==> config.mk <==
export PLATFORM = sky130hd
export DESIGN_NAME = ldf_load_unit
export DESIGN_NICKNAME = d
export VERILOG_FILES = /design/src/rtl/ldf_pkg.sv /design/src/rtl/ldf_addr_split.sv /design/src/rtl/ldf_funnel.sv /design/src/rtl/ldf_extend.sv /design/src/rtl/ldf_load_unit.sv
export SDC_FILE = /design/constraint.sdc
export NUM_CORES = 1
export LEC_CHECK = 0
export CAP_MARGIN = 40
export CORE_MARGIN = 4
export CORE_UTILIZATION = 55
export CTS_CLUSTER_DIAMETER = 60
export DETAILED_ROUTE_END_ITERATION = 8
export DONT_BUFFER_PORTS = 1
export PLACE_DENSITY = 0.73
export SLEW_MARGIN = 20
export SYNTH_ARGS = -nofsm -noshare
export SYNTH_HDL_FRONTEND = slang
export SYNTH_SLANG_ARGS = --single-unit
==> constraint.sdc <==
create_clock -name clk -period 5.93 [get_ports clk]
set_input_delay 1.186 -clock clk [delete_from_list [all_inputs] [get_ports clk]]
set_output_delay 1.186 -clock clk [all_outputs]
set_load 0.02 [all_outputs]
==> src/rtl/ldf_pkg.sv <==
package ldf_pkg;

   typedef enum logic [1:0] {
      LDF_IDLE,
      LDF_REQ,
      LDF_CAP,
      LDF_MERGE
   } ldf_state_e;

endpackage

==> src/rtl/ldf_addr_split.sv <==
module ldf_addr_split #(
   parameter  int ADDR_W     = 32,
   parameter  int WORD_BYTES = 8,
   localparam int OFF_W      = $clog2(WORD_BYTES),
   localparam int SZ_W       = $clog2(OFF_W + 1)
) (
   input  logic [ADDR_W-1:0] vaddr,
   input  logic [SZ_W-1:0]   size_log2,
   input  logic              misal_en,
   output logic [ADDR_W-1:0] head_word,
   output logic [ADDR_W-1:0] tail_word,
   output logic [OFF_W-1:0]  head_lane,
   output logic [OFF_W-1:0]  tail_lane,
   output logic [OFF_W-1:0]  shift_off,
   output logic              need_tail
);

   logic [ADDR_W-1:0] low_mask;
   logic [ADDR_W-1:0] aligned;
   logic [ADDR_W-1:0] misal;
   logic [ADDR_W-1:0] tail_addr;

   assign low_mask  = (ADDR_W'(1) << size_log2) - ADDR_W'(1);
   assign aligned   = vaddr & ~low_mask;
   assign misal     = vaddr & low_mask;
   assign tail_addr = aligned + low_mask + ADDR_W'(1);

   assign need_tail = misal_en && (misal != '0);
   assign shift_off = misal_en ? misal[OFF_W-1:0] : '0;

   assign head_lane = aligned[OFF_W-1:0];
   assign tail_lane = tail_addr[OFF_W-1:0];
   assign head_word = {aligned[ADDR_W-1:OFF_W], {OFF_W{1'b0}}};
   assign tail_word = {tail_addr[ADDR_W-1:OFF_W], {OFF_W{1'b0}}};

endmodule

==> src/rtl/ldf_funnel.sv <==
module ldf_funnel #(
   parameter  int WORD_BYTES = 8,
   localparam int WORD_W     = 8 * WORD_BYTES,
   localparam int OFF_W      = $clog2(WORD_BYTES),
   localparam int SZ_W       = $clog2(OFF_W + 1),
   localparam int SH_W       = OFF_W + 4
) (
   input  logic [WORD_W-1:0] head_data,
   input  logic [WORD_W-1:0] tail_data,
   input  logic [OFF_W-1:0]  head_lane,
   input  logic [OFF_W-1:0]  tail_lane,
   input  logic [OFF_W-1:0]  shift_off,
   input  logic [SZ_W-1:0]   size_log2,
   input  logic              use_tail,
   output logic [WORD_W-1:0] merged
);

   logic [SH_W-1:0]   head_sh;
   logic [SH_W-1:0]   tail_sh;
   logic [SH_W-1:0]   off_sh;
   logic [SH_W-1:0]   elem_bits;
   logic [SH_W-1:0]   up_sh;
   logic [WORD_W-1:0] elem_mask;
   logic [WORD_W-1:0] head_elem;
   logic [WORD_W-1:0] tail_elem;
   logic [WORD_W-1:0] low_part;
   logic [WORD_W-1:0] high_part;

   generate
      for (genvar b = 0; b < WORD_BYTES; b++) begin : g_elem_mask
         assign elem_mask[8*b +: 8] = (b < (1 << size_log2)) ? 8'hFF : 8'h00;
      end
   endgenerate

   assign head_sh   = SH_W'(head_lane) << 3;
   assign tail_sh   = SH_W'(tail_lane) << 3;
   assign off_sh    = SH_W'(shift_off) << 3;
   assign elem_bits = SH_W'(8) << size_log2;
   assign up_sh     = elem_bits - off_sh;

   assign head_elem = (head_data >> head_sh) & elem_mask;
   assign tail_elem = (tail_data >> tail_sh) & elem_mask;
   assign low_part  = head_elem >> off_sh;
   assign high_part = use_tail ? (tail_elem << up_sh) : '0;
   assign merged    = (low_part | high_part) & elem_mask;

endmodule

==> src/rtl/ldf_extend.sv <==
module ldf_extend #(
   parameter  int WORD_BYTES = 8,
   localparam int WORD_W     = 8 * WORD_BYTES,
   localparam int OFF_W      = $clog2(WORD_BYTES),
   localparam int SZ_W       = $clog2(OFF_W + 1),
   localparam int IDX_W      = $clog2(WORD_W)
) (
   input  logic [WORD_W-1:0]     merged,
   input  logic [WORD_BYTES-1:0] byte_dis,
   input  logic [SZ_W-1:0]       size_log2,
   input  logic [SZ_W-1:0]       ext_log2,
   input  logic                  sext_en,
   output logic [WORD_W-1:0]     ext_data
);

   logic [WORD_W-1:0] kept;
   logic [IDX_W-1:0]  msb_idx;
   logic              fill_bit;

   assign msb_idx  = IDX_W'((32'd8 << size_log2) - 32'd1);
   assign fill_bit = sext_en & kept[msb_idx];

   generate
      for (genvar b = 0; b < WORD_BYTES; b++) begin : g_byte
         logic above_elem;
         logic inside_ext;
         assign kept[8*b +: 8]     = byte_dis[b] ? 8'h00 : merged[8*b +: 8];
         assign above_elem         = (b >= (1 << size_log2));
         assign inside_ext         = (b < (1 << ext_log2));
         assign ext_data[8*b +: 8] = !inside_ext ? 8'h00 :
                                     above_elem  ? {8{fill_bit}} : kept[8*b +: 8];
      end
   endgenerate

endmodule

==> src/rtl/ldf_load_unit.sv <==
module ldf_load_unit
   import ldf_pkg::*;
#(
   parameter  int ADDR_W     = 32,
   parameter  int WORD_BYTES = 8,
   localparam int WORD_W     = 8 * WORD_BYTES,
   localparam int OFF_W      = $clog2(WORD_BYTES),
   localparam int SZ_W       = $clog2(OFF_W + 1)
) (
   input  logic                  clk,
   input  logic                  rst_n,
   input  logic                  start,
   input  logic [ADDR_W-1:0]     vaddr,
   input  logic [SZ_W-1:0]       size_log2,
   input  logic                  sext_en,
   input  logic [SZ_W-1:0]       ext_log2,
   input  logic [WORD_BYTES-1:0] byte_dis,
   input  logic                  misal_en,
   output logic                  rd0_req,
   output logic [ADDR_W-1:0]     rd0_addr,
   input  logic [WORD_W-1:0]     rd0_data,
   output logic                  rd1_req,
   output logic [ADDR_W-1:0]     rd1_addr,
   input  logic [WORD_W-1:0]     rd1_data,
   output logic                  done,
   output logic [WORD_W-1:0]     result
);

   generate
      if (WORD_BYTES < 2 || (WORD_BYTES & (WORD_BYTES - 1)) != 0) begin : g_bad_word
         $error("WORD_BYTES must be a power of two of at least 2");
      end
      if (ADDR_W <= OFF_W) begin : g_bad_addr
         $error("ADDR_W must exceed the word offset width");
      end
   endgenerate

   ldf_state_e            state;
   logic [ADDR_W-1:0]     va_q;
   logic [SZ_W-1:0]       size_q;
   logic [SZ_W-1:0]       ext_q;
   logic                  sext_q;
   logic                  mis_q;
   logic [WORD_BYTES-1:0] dis_q;
   logic [WORD_W-1:0]     head_q;
   logic [WORD_W-1:0]     tail_q;

   logic [OFF_W-1:0]      head_lane;
   logic [OFF_W-1:0]      tail_lane;
   logic [OFF_W-1:0]      shift_off;
   logic                  need_tail;
   logic [WORD_W-1:0]     head_in;
   logic [WORD_W-1:0]     tail_in;
   logic [WORD_W-1:0]     merged;
   logic [WORD_W-1:0]     ext_data;

   ldf_addr_split #(.ADDR_W(ADDR_W), .WORD_BYTES(WORD_BYTES)) i_split (
      .vaddr     (va_q),
      .size_log2 (size_q),
      .misal_en  (mis_q),
      .head_word (rd0_addr),
      .tail_word (rd1_addr),
      .head_lane (head_lane),
      .tail_lane (tail_lane),
      .shift_off (shift_off),
      .need_tail (need_tail)
   );

   assign head_in = (state == LDF_MERGE) ? head_q : rd0_data;
   assign tail_in = (state == LDF_MERGE) ? tail_q : rd1_data;

   ldf_funnel #(.WORD_BYTES(WORD_BYTES)) i_funnel (
      .head_data (head_in),
      .tail_data (tail_in),
      .head_lane (head_lane),
      .tail_lane (tail_lane),
      .shift_off (shift_off),
      .size_log2 (size_q),
      .use_tail  (need_tail),
      .merged    (merged)
   );

   ldf_extend #(.WORD_BYTES(WORD_BYTES)) i_extend (
      .merged    (merged),
      .byte_dis  (dis_q),
      .size_log2 (size_q),
      .ext_log2  (ext_q),
      .sext_en   (sext_q),
      .ext_data  (ext_data)
   );

   assign rd0_req = (state == LDF_REQ);
   assign rd1_req = (state == LDF_REQ) && need_tail;

   always_ff @(posedge clk or negedge rst_n) begin
      if (!rst_n) begin
         state  <= LDF_IDLE;
         va_q   <= '0;
         size_q <= '0;
         ext_q  <= '0;
         sext_q <= 1'b0;
         mis_q  <= 1'b0;
         dis_q  <= '0;
         head_q <= '0;
         tail_q <= '0;
         done   <= 1'b0;
         result <= '0;
      end else begin
         done <= 1'b0;
         unique case (state)
            LDF_IDLE: begin
               if (start) begin
                  va_q   <= vaddr;
                  size_q <= size_log2;
                  ext_q  <= ext_log2;
                  sext_q <= sext_en;
                  mis_q  <= misal_en;
                  dis_q  <= byte_dis;
                  state  <= LDF_REQ;
               end
            end
            LDF_REQ: state <= LDF_CAP;
            LDF_CAP: begin
               if (need_tail) begin
                  head_q <= rd0_data;
                  tail_q <= rd1_data;
                  state  <= LDF_MERGE;
               end else begin
                  result <= ext_data;
                  done   <= 1'b1;
                  state  <= LDF_IDLE;
               end
            end
            LDF_MERGE: begin
               result <= ext_data;
               done   <= 1'b1;
               state  <= LDF_IDLE;
            end
            default: state <= LDF_IDLE;
         endcase
      end
   end

   function automatic logic [WORD_W-1:0] low_bytes(input logic [SZ_W-1:0] lg);
      logic [WORD_W-1:0] m;
      for (int b = 0; b < WORD_BYTES; b++) begin
         m[8*b +: 8] = (b < (1 << lg)) ? 8'hFF : 8'h00;
      end
      return m;
   endfunction


   head_after_start_chk: assert property (@(posedge clk) disable iff (!rst_n)
      rd0_req |-> $past(start));


   tail_with_head_chk: assert property (@(posedge clk) disable iff (!rst_n)
      rd1_req |-> rd0_req);


   aligned_latency_chk: assert property (@(posedge clk) disable iff (!rst_n)
      (rd0_req && !rd1_req) |-> ##2 done);


   straddle_latency_chk: assert property (@(posedge clk) disable iff (!rst_n)
      rd1_req |-> ##3 done);


   done_pulse_chk: assert property (@(posedge clk) disable iff (!rst_n)
      done |=> !done);


   zero_fill_chk: assert property (@(posedge clk) disable iff (!rst_n)
      (done && !sext_q) |-> ((result & ~low_bytes(size_q)) == '0));


   ext_clear_chk: assert property (@(posedge clk) disable iff (!rst_n)
      done |-> ((result & ~low_bytes(ext_q)) == '0));


   result_hold_chk: assert property (@(posedge clk) disable iff (!rst_n)
      !done |-> $stable(result));

endmodule

==> run summary, run 1 <==
status -> completed
H-tree levels -> 1
Inst Count DP -> 2363
largest net degree at the start of global routing -> 242
Die H -> 195.6 um
gr ovfl total -> 0
vias per cell -> 7.372
Fin Clk Skew -> 0.01591 ns
min Tclk post-route -> 5.617 ns
cts hold-fix bufs -> 0
Final Hold Fails -> 0
Hold Crit Class -> input port to asynchronous set/reset pin
CTS Sinks -> 241
Async SR Flop Fraction -> 1.000
Num CTS Buffers -> 28
number of synthesized flops with an enable pin -> 0
Worst-Margin Slew -> 0.8686 ns
Slew Viols, Final -> 0
crit-path max FO -> 9
setup bufs post-CTS -> 0
via count -> 17800
ys flop type -> dfrtp_1
Mean Syn Cell Area -> 9.677 um2
Layout fillers -> 2887
Startpoint Class -> flop
clock transition at the registers of the reported paths -> 0.06 ns
Synth-to-Final Area Change -> 6.823%
vias in the first global route -> 17560
antenna violations before repair -> 3
Initial Util -> 0.5592
final period utilization -> 0.9473
Die X -> 195.6 um
ratio of cells with drive above 1 in the final layout -> 0.2497
Die ar. -> 38270 um2
clock root cell -> clkbuf_16
std cell rows -> 68
crit path DAT -> 4.43 ns
library cells used by synthesis -> 99
Crit Path Category -> flop to primary output
crit end category -> primary output
port buffer count -> 0
RSZ-0062 raised after global routing -> no
Detail Route Antenna Nets -> 0
TritonCTS clock tree -> done
maximum clock path buffer count -> 3
Iter 0 DRT Violations -> 2374
routed len/inst -> 32.90 um
Rel. slew slack -> 0.4188
Post-route DRC -> 0
non-filler cells, final -> 2414
nets@finish -> 2122
Worst Path Required -> 4.74 ns
Yosys warning total -> 0
routed wire length -> 79410 um
placer congestion estimate -> 1.107
multi-input logic area -> 12350 um2
max frequency -> 0.1780 GHz
Setup Viol. Count Final -> 0
first-pass GRT wire length -> 118400 um
core area -> 34630 um2
num ports -> 308
setup TNS -> 0 ns
hpwl dp -> 59840 um
Seq/Total Area, Yosys -> 0.3114
Post-Syn Area -> 19360 um2
Storage cell area -> 6032 um2
GRT Overall Usage -> 0.4038
clk_lat worst skew -> 0.58 ns
synthesis-stage register bit count -> 241
1st-pass router iterations -> 5
Mapped Cells -> 2001
max cap viols -> 0
[per-layer routing]
metal,vias to the layer above,part of all wire,track usage
met1,8943,0.38,0.5336
met4,2,0.060,0.1810
li1,7480,-,-
met5,-,0.00021,0
met3,262,0.099,0.09714
met2,1109,0.46,0.6355
[area by class of cell]
type	count	share of cell area
Inverter	22	0.003992
Tap cell	455	0.02752
Clock inverter	10	0.005444
Timing Repair Buffer	92	0.03393
Clock buffer	38	0.04010
Antenna cell	1	0.0001210
Multi-Input combinational cell	1555	0.5973
Sequential cell	241	0.2916
[critical path, stage by stage (launching register included)]
cell      delay, ns
dfrtp_1        0.47
and2b_1        0.38
inv_1          0.08
ha_1           0.43
nand2b_1       0.17
ha_1           0.24
nand2_1        0.13
a211oi_4       0.36
nor2b_1        0.22
nand4_1        0.28
nor2_2         0.27
nand4_1        0.26
nor4_2         0.27
xnor2_1        0.31
[per-stage QoR]
| stage | instance area [um2] | utilization | setup slack [ns] | hold WS [ns] |
|---|---|---|---|---|
| after global routing | 20680 | 0.5973 | 0.02322 | 0.3091 |
| final | 20680 | 0.5973 | 0.3127 | 0.3061 |
| after detailed placement | 19700 | 0.5688 | 0.6224 | 0.4925 |
| after floorplan | 19380 | - | 0.4952 | 0.4723 |
| after global placement | 19670 | 0.5681 | 0.8169 | 0.4819 |
| after CTS | 20640 | 0.5961 | 0.1541 | 0.3058 |
[cells in the final DEF, fill, tap and decap left out, types with 20 or more instances in the layout]
master,netlist,routed
a211oi_1,22,21
a21oi_1,87,87
a22oi_1,33,33
a31oi_1,26,26
and3_1,24,24
buf_4,15,87
clkbuf_16,0,29
dfrtp_1,241,240
mux2_2,189,189
mux2i_1,92,92
mux4_2,101,101
nand2_1,255,254
nand3_1,85,85
nand4_1,24,24
nor2_1,119,118
nor3_1,40,39
o211ai_1,26,26
o21ai_0,84,84
o22ai_1,34,34
xnor2_1,20,20
[logic make-up (layout without fill, tap and decap cells)]
family	Yosys count	count (layout)	share of synthesized area
flip-flops	241	241	0.3114
XOR/XNOR	32	32	0.01447
AO/OA/AOI/OAI	490	490	0.1787
AND/OR/NAND/NOR	629	629	0.1503
multiplexers	392	392	0.2859
buffers and inverters	210	162	0.05525
other	1	7	0.0001937
adder cells (fa/ha/maj)	6	6	0.003748
[cells in the mapped netlist, types with 9 or more instances]
cell type | instances | area share
a211oi_1 | 22 | 0.0085
a21oi_1 | 87 | 0.022
a221oi_1 | 9 | 0.0041
a22oi_1 | 33 | 0.013
a2bb2oi_1 | 12 | 0.0054
a31oi_1 | 26 | 0.0084
a32oi_1 | 13 | 0.0059
and2_1 | 11 | 0.0036
and3_1 | 24 | 0.0078
buf_1 | 16 | 0.0031
buf_2 | 39 | 0.010
buf_4 | 15 | 0.0058
buf_6 | 11 | 0.0064
clkbuf_1 | 100 | 0.019
dfrtp_1 | 241 | 0.31
inv_1 | 17 | 0.0033
mux2_2 | 189 | 0.11
mux2i_1 | 92 | 0.048
mux4_2 | 101 | 0.12
nand2_1 | 255 | 0.049
nand3_1 | 85 | 0.022
nand4_1 | 24 | 0.0078
nor2_1 | 119 | 0.023
nor2b_1 | 19 | 0.0061
nor3_1 | 40 | 0.010
o211ai_1 | 26 | 0.010
o21ai_0 | 84 | 0.022
o21ai_1 | 11 | 0.0028
o221ai_1 | 17 | 0.0077
o22ai_1 | 34 | 0.011
o31ai_1 | 16 | 0.0062
xnor2_1 | 20 | 0.0090
xor2_1 | 12 | 0.0054
[flip-flops by register name (all words and copies together) (netlist names), 2 cells and up]
name    count
head_q     64
result     64
tail_q     64
va_q       32
dis_q       8
ext_q       2
size_q      2
state       2
[repair_timing]
action,4_1_cts,5_1_grt
setup endpoints to repair,1,8
pin swaps,0,0
gates resized for setup,1,6
[final timing paths]
| path | from | to | slack, ns | cells past startpoint |
|---|---|---|---|---|
| min reg2reg | head_q[2] | head_q[2] | 0.50 | 1 |
| min | rst_n | head_q[34] | 0.31 | 0 |
| max | size_q[1] | rd1_addr[28] | 0.31 | 13 |
| min in group clk | head_q[2] | head_q[2] | 0.50 | 1 |
| max reg2reg | size_q[1] | result[49] | 0.99 | 14 |
| max in group asynchronous | rst_n | va_q[18] | 5.34 | 0 |
Power of run 1 is left out: the tool's default activity adds up to more than one toggle a clock period on the data nets, which glitch-free logic cannot reach.
==> run 2, diff against run 1 <==
--- a/config.mk
+++ b/config.mk
@@ -15,4 +15,5 @@
 export SLEW_MARGIN = 20
 export SYNTH_ARGS = -nofsm -noshare
 export SYNTH_HDL_FRONTEND = slang
+export SYNTH_HIERARCHICAL = 1
 export SYNTH_SLANG_ARGS = --single-unit
==> constraint.sdc (replaced) <==
create_clock -name clk -period 6.26 [get_ports clk]
set_input_delay 1.252 -clock clk [delete_from_list [all_inputs] [get_ports clk]]
set_output_delay 1.252 -clock clk [all_outputs]
set_load 0.02 [all_outputs]
==> run summary, run 2 <==
most frequent cell after synthesis -> mux2_2
clk_lat worst skew -> 0.56 ns
beginning of the critical path -> size_q[0]
synthesis-stage register bit count -> 241
Rel. slew slack -> 0.3291
CTS Sinks -> 241
clock transition at the registers of the reported paths -> 0.06 ns
Detail Route Antenna Nets -> 0
nets@finish -> 2285
commonest non-fill, non-tap cells in the layout -> mux2_2, dfrtp_1, nand2_1
status -> completed
Post-route DRC -> 0
Crit Path Category -> flop to flop
Die ar. -> 41540 um2
cts hold-fix bufs -> 0
maximum clock path buffer count -> 3
routed wire length -> 78590 um
Startpoint Class -> flop
crit-path max FO -> 24
top area cells in the synthesized netlist -> dfrtp_1, mux2_2, mux2i_1
first-pass GRT wire length -> 117900 um
Die H -> 203.8 um
core area -> 37760 um2
routed len/inst -> 29.88 um
Iter 0 DRT Violations -> 1726
number of synthesized flops with an enable pin -> 0
Top Registers -> head_q: 64 flops, result: 64 flops, tail_q: 64 flops
max frequency -> 0.1915 GHz
non-filler cells, final -> 2630
commonest non-fill, non-tap cell in the layout -> mux2_2
share of the synthesized area in the top cell type -> 0.2860
CTS resizes -> 0
port buffer count -> 0
Worst Path Required -> 6.75 ns
area leader, netlist -> dfrtp_1
ratio of cells with drive above 1 in the final layout -> 0.2859
via count -> 18390
Setup Viol. Count Final -> 0
Core Util, Final -> 0.5840
hpwl dp -> 59800 um
Hold Crit Class -> input port to asynchronous set/reset pin
RSZ-0062 raised after global routing -> no
crit end category -> flop
setup TNS -> 0 ns
worst reg2reg path startpoint -> size_q[0]
Yosys warning total -> 6
crit path DAT -> 5.71 ns
Min Hold Slack -> 0.3948 ns
final period utilization -> 0.8340
setup bufs post-CTS -> 0
Worst-Margin Slew -> 1.006 ns
Num CTS Buffers -> 27
ys flop type -> dfrtp_1
vias in the first global route -> 18200
num ports -> 308
GRT Overall Usage -> 0.3674
max cap viols -> 0
1st-pass router iterations -> 6
Mapped Cells -> 2197
Async SR Flop Fraction -> 1.000
gr ovfl total -> 0
Fin Clk Skew -> 0.01708 ns
vias per cell -> 6.990
Slew Viols, Final -> 0
Die X -> 203.8 um
Inst Count DP -> 2579
top post-synthesis cells by count -> mux2_2, dfrtp_1, nand2_1
TritonCTS clock tree -> done
Synth-to-Final Area Change -> 4.569%
library cells used by synthesis -> 109
Final Hold Fails -> 0
H-tree levels -> 1
std cell rows -> 71
largest net degree at the start of global routing -> 242
clock root cell -> clkbuf_16
Mean Syn Cell Area -> 9.598 um2
Seq/Total Area, Yosys -> 0.2860
Initial Util -> 0.5585
antenna violations before repair -> 6
placer congestion estimate -> 1.009
min Tclk post-route -> 5.221 ns
Post-Syn Area -> 21090 um2
-- run 2: cell types whose count changed after synthesis, sizes merged, moves of 34 or more --
| cell | before | now |
|---|---|---|
| nand3 | 85 | 40 |
| clkbuf | 100 | 66 |
| mux2 | 190 | 420 |
| mux4 | 104 | 46 |
| nand2b | 5 | 48 |
| buf | 88 | 123 |
| nand2 | 258 | 214 |
-- run 2: per-layer routing --
layer,wire (um),global-route usage,vias to the layer above
met5,43,0,-
met4,4039,0.1443,8
met3,6187,0.07171,200
met2,37220,0.6048,920
met1,31100,0.4801,9242
li1,-,-,8015
-- run 2: kinds of logic after synthesis --
family                     Yosys count  share of synthesized area
buffers and inverters              222                    0.05714
adders and majority gates            8                   0.004747
AOI/OAI and AO/OA                  496                     0.1649
and+or+nand+nor                    618                     0.1464
xor gates and xnor gates            36                    0.01495
other                                1                  0.0001778
DFF                                241                     0.2860
muxes                              575                     0.3257
-- run 2: layout make-up --
class	instances	area, um2
Inverter	33	125.1
Timing Repair Buffer	58	501.7
Tap cell	511	639.4
Clock buffer	40	764.5
Antenna cell	3	7.507
Fill cell	3305	15710
Multi-Input combinational cell	1739	13930
Clock inverter	5	52.55
Sequential cell	241	6032
-- run 2: per-stage QoR --
step / worst slack (ns) / instance area, um2
2_1_floorplan: 1.350 / 21110
3_3_place_gp: 1.190 / 21150
3_5_place_dp: 1.103 / 21160
4_1_cts: 1.078 / 21970
5_1_grt: 0.8155 / 22040
6_report: 1.039 / 22050
-- run 2: final timing paths --
path                              endpoint  slack [ns]  cells past startpoint
min in group clk                tail_q[23]        0.49                      1
max in group asynchronous        size_q[1]        5.50                      0
worst max register to register  result[17]        1.04                     17
worst min-delay path            tail_q[23]        0.39                      0
worst min register to register  tail_q[23]        0.49                      1
worst max-delay path            result[17]        1.04                     17
-- run 2: worst max-delay path, stage by stage (launching register included) --
cell and delay, ns:
dfrtp_1 0.36, buf_4 0.21, or2_2 0.34, ha_1 0.32, nand2b_1 0.21, ha_4 0.22, xor2_2 0.37, and3b_1 0.57
a22o_1 0.33, mux2i_1 0.11, o221ai_1 0.32, nand3_1 0.12, nand3_1 0.13, nand2b_1 0.10, a222oi_1 0.57, nand4_1 0.42
a31oi_1 0.26, mux2_2 0.18
Power of run 2 is left out for the same reason.
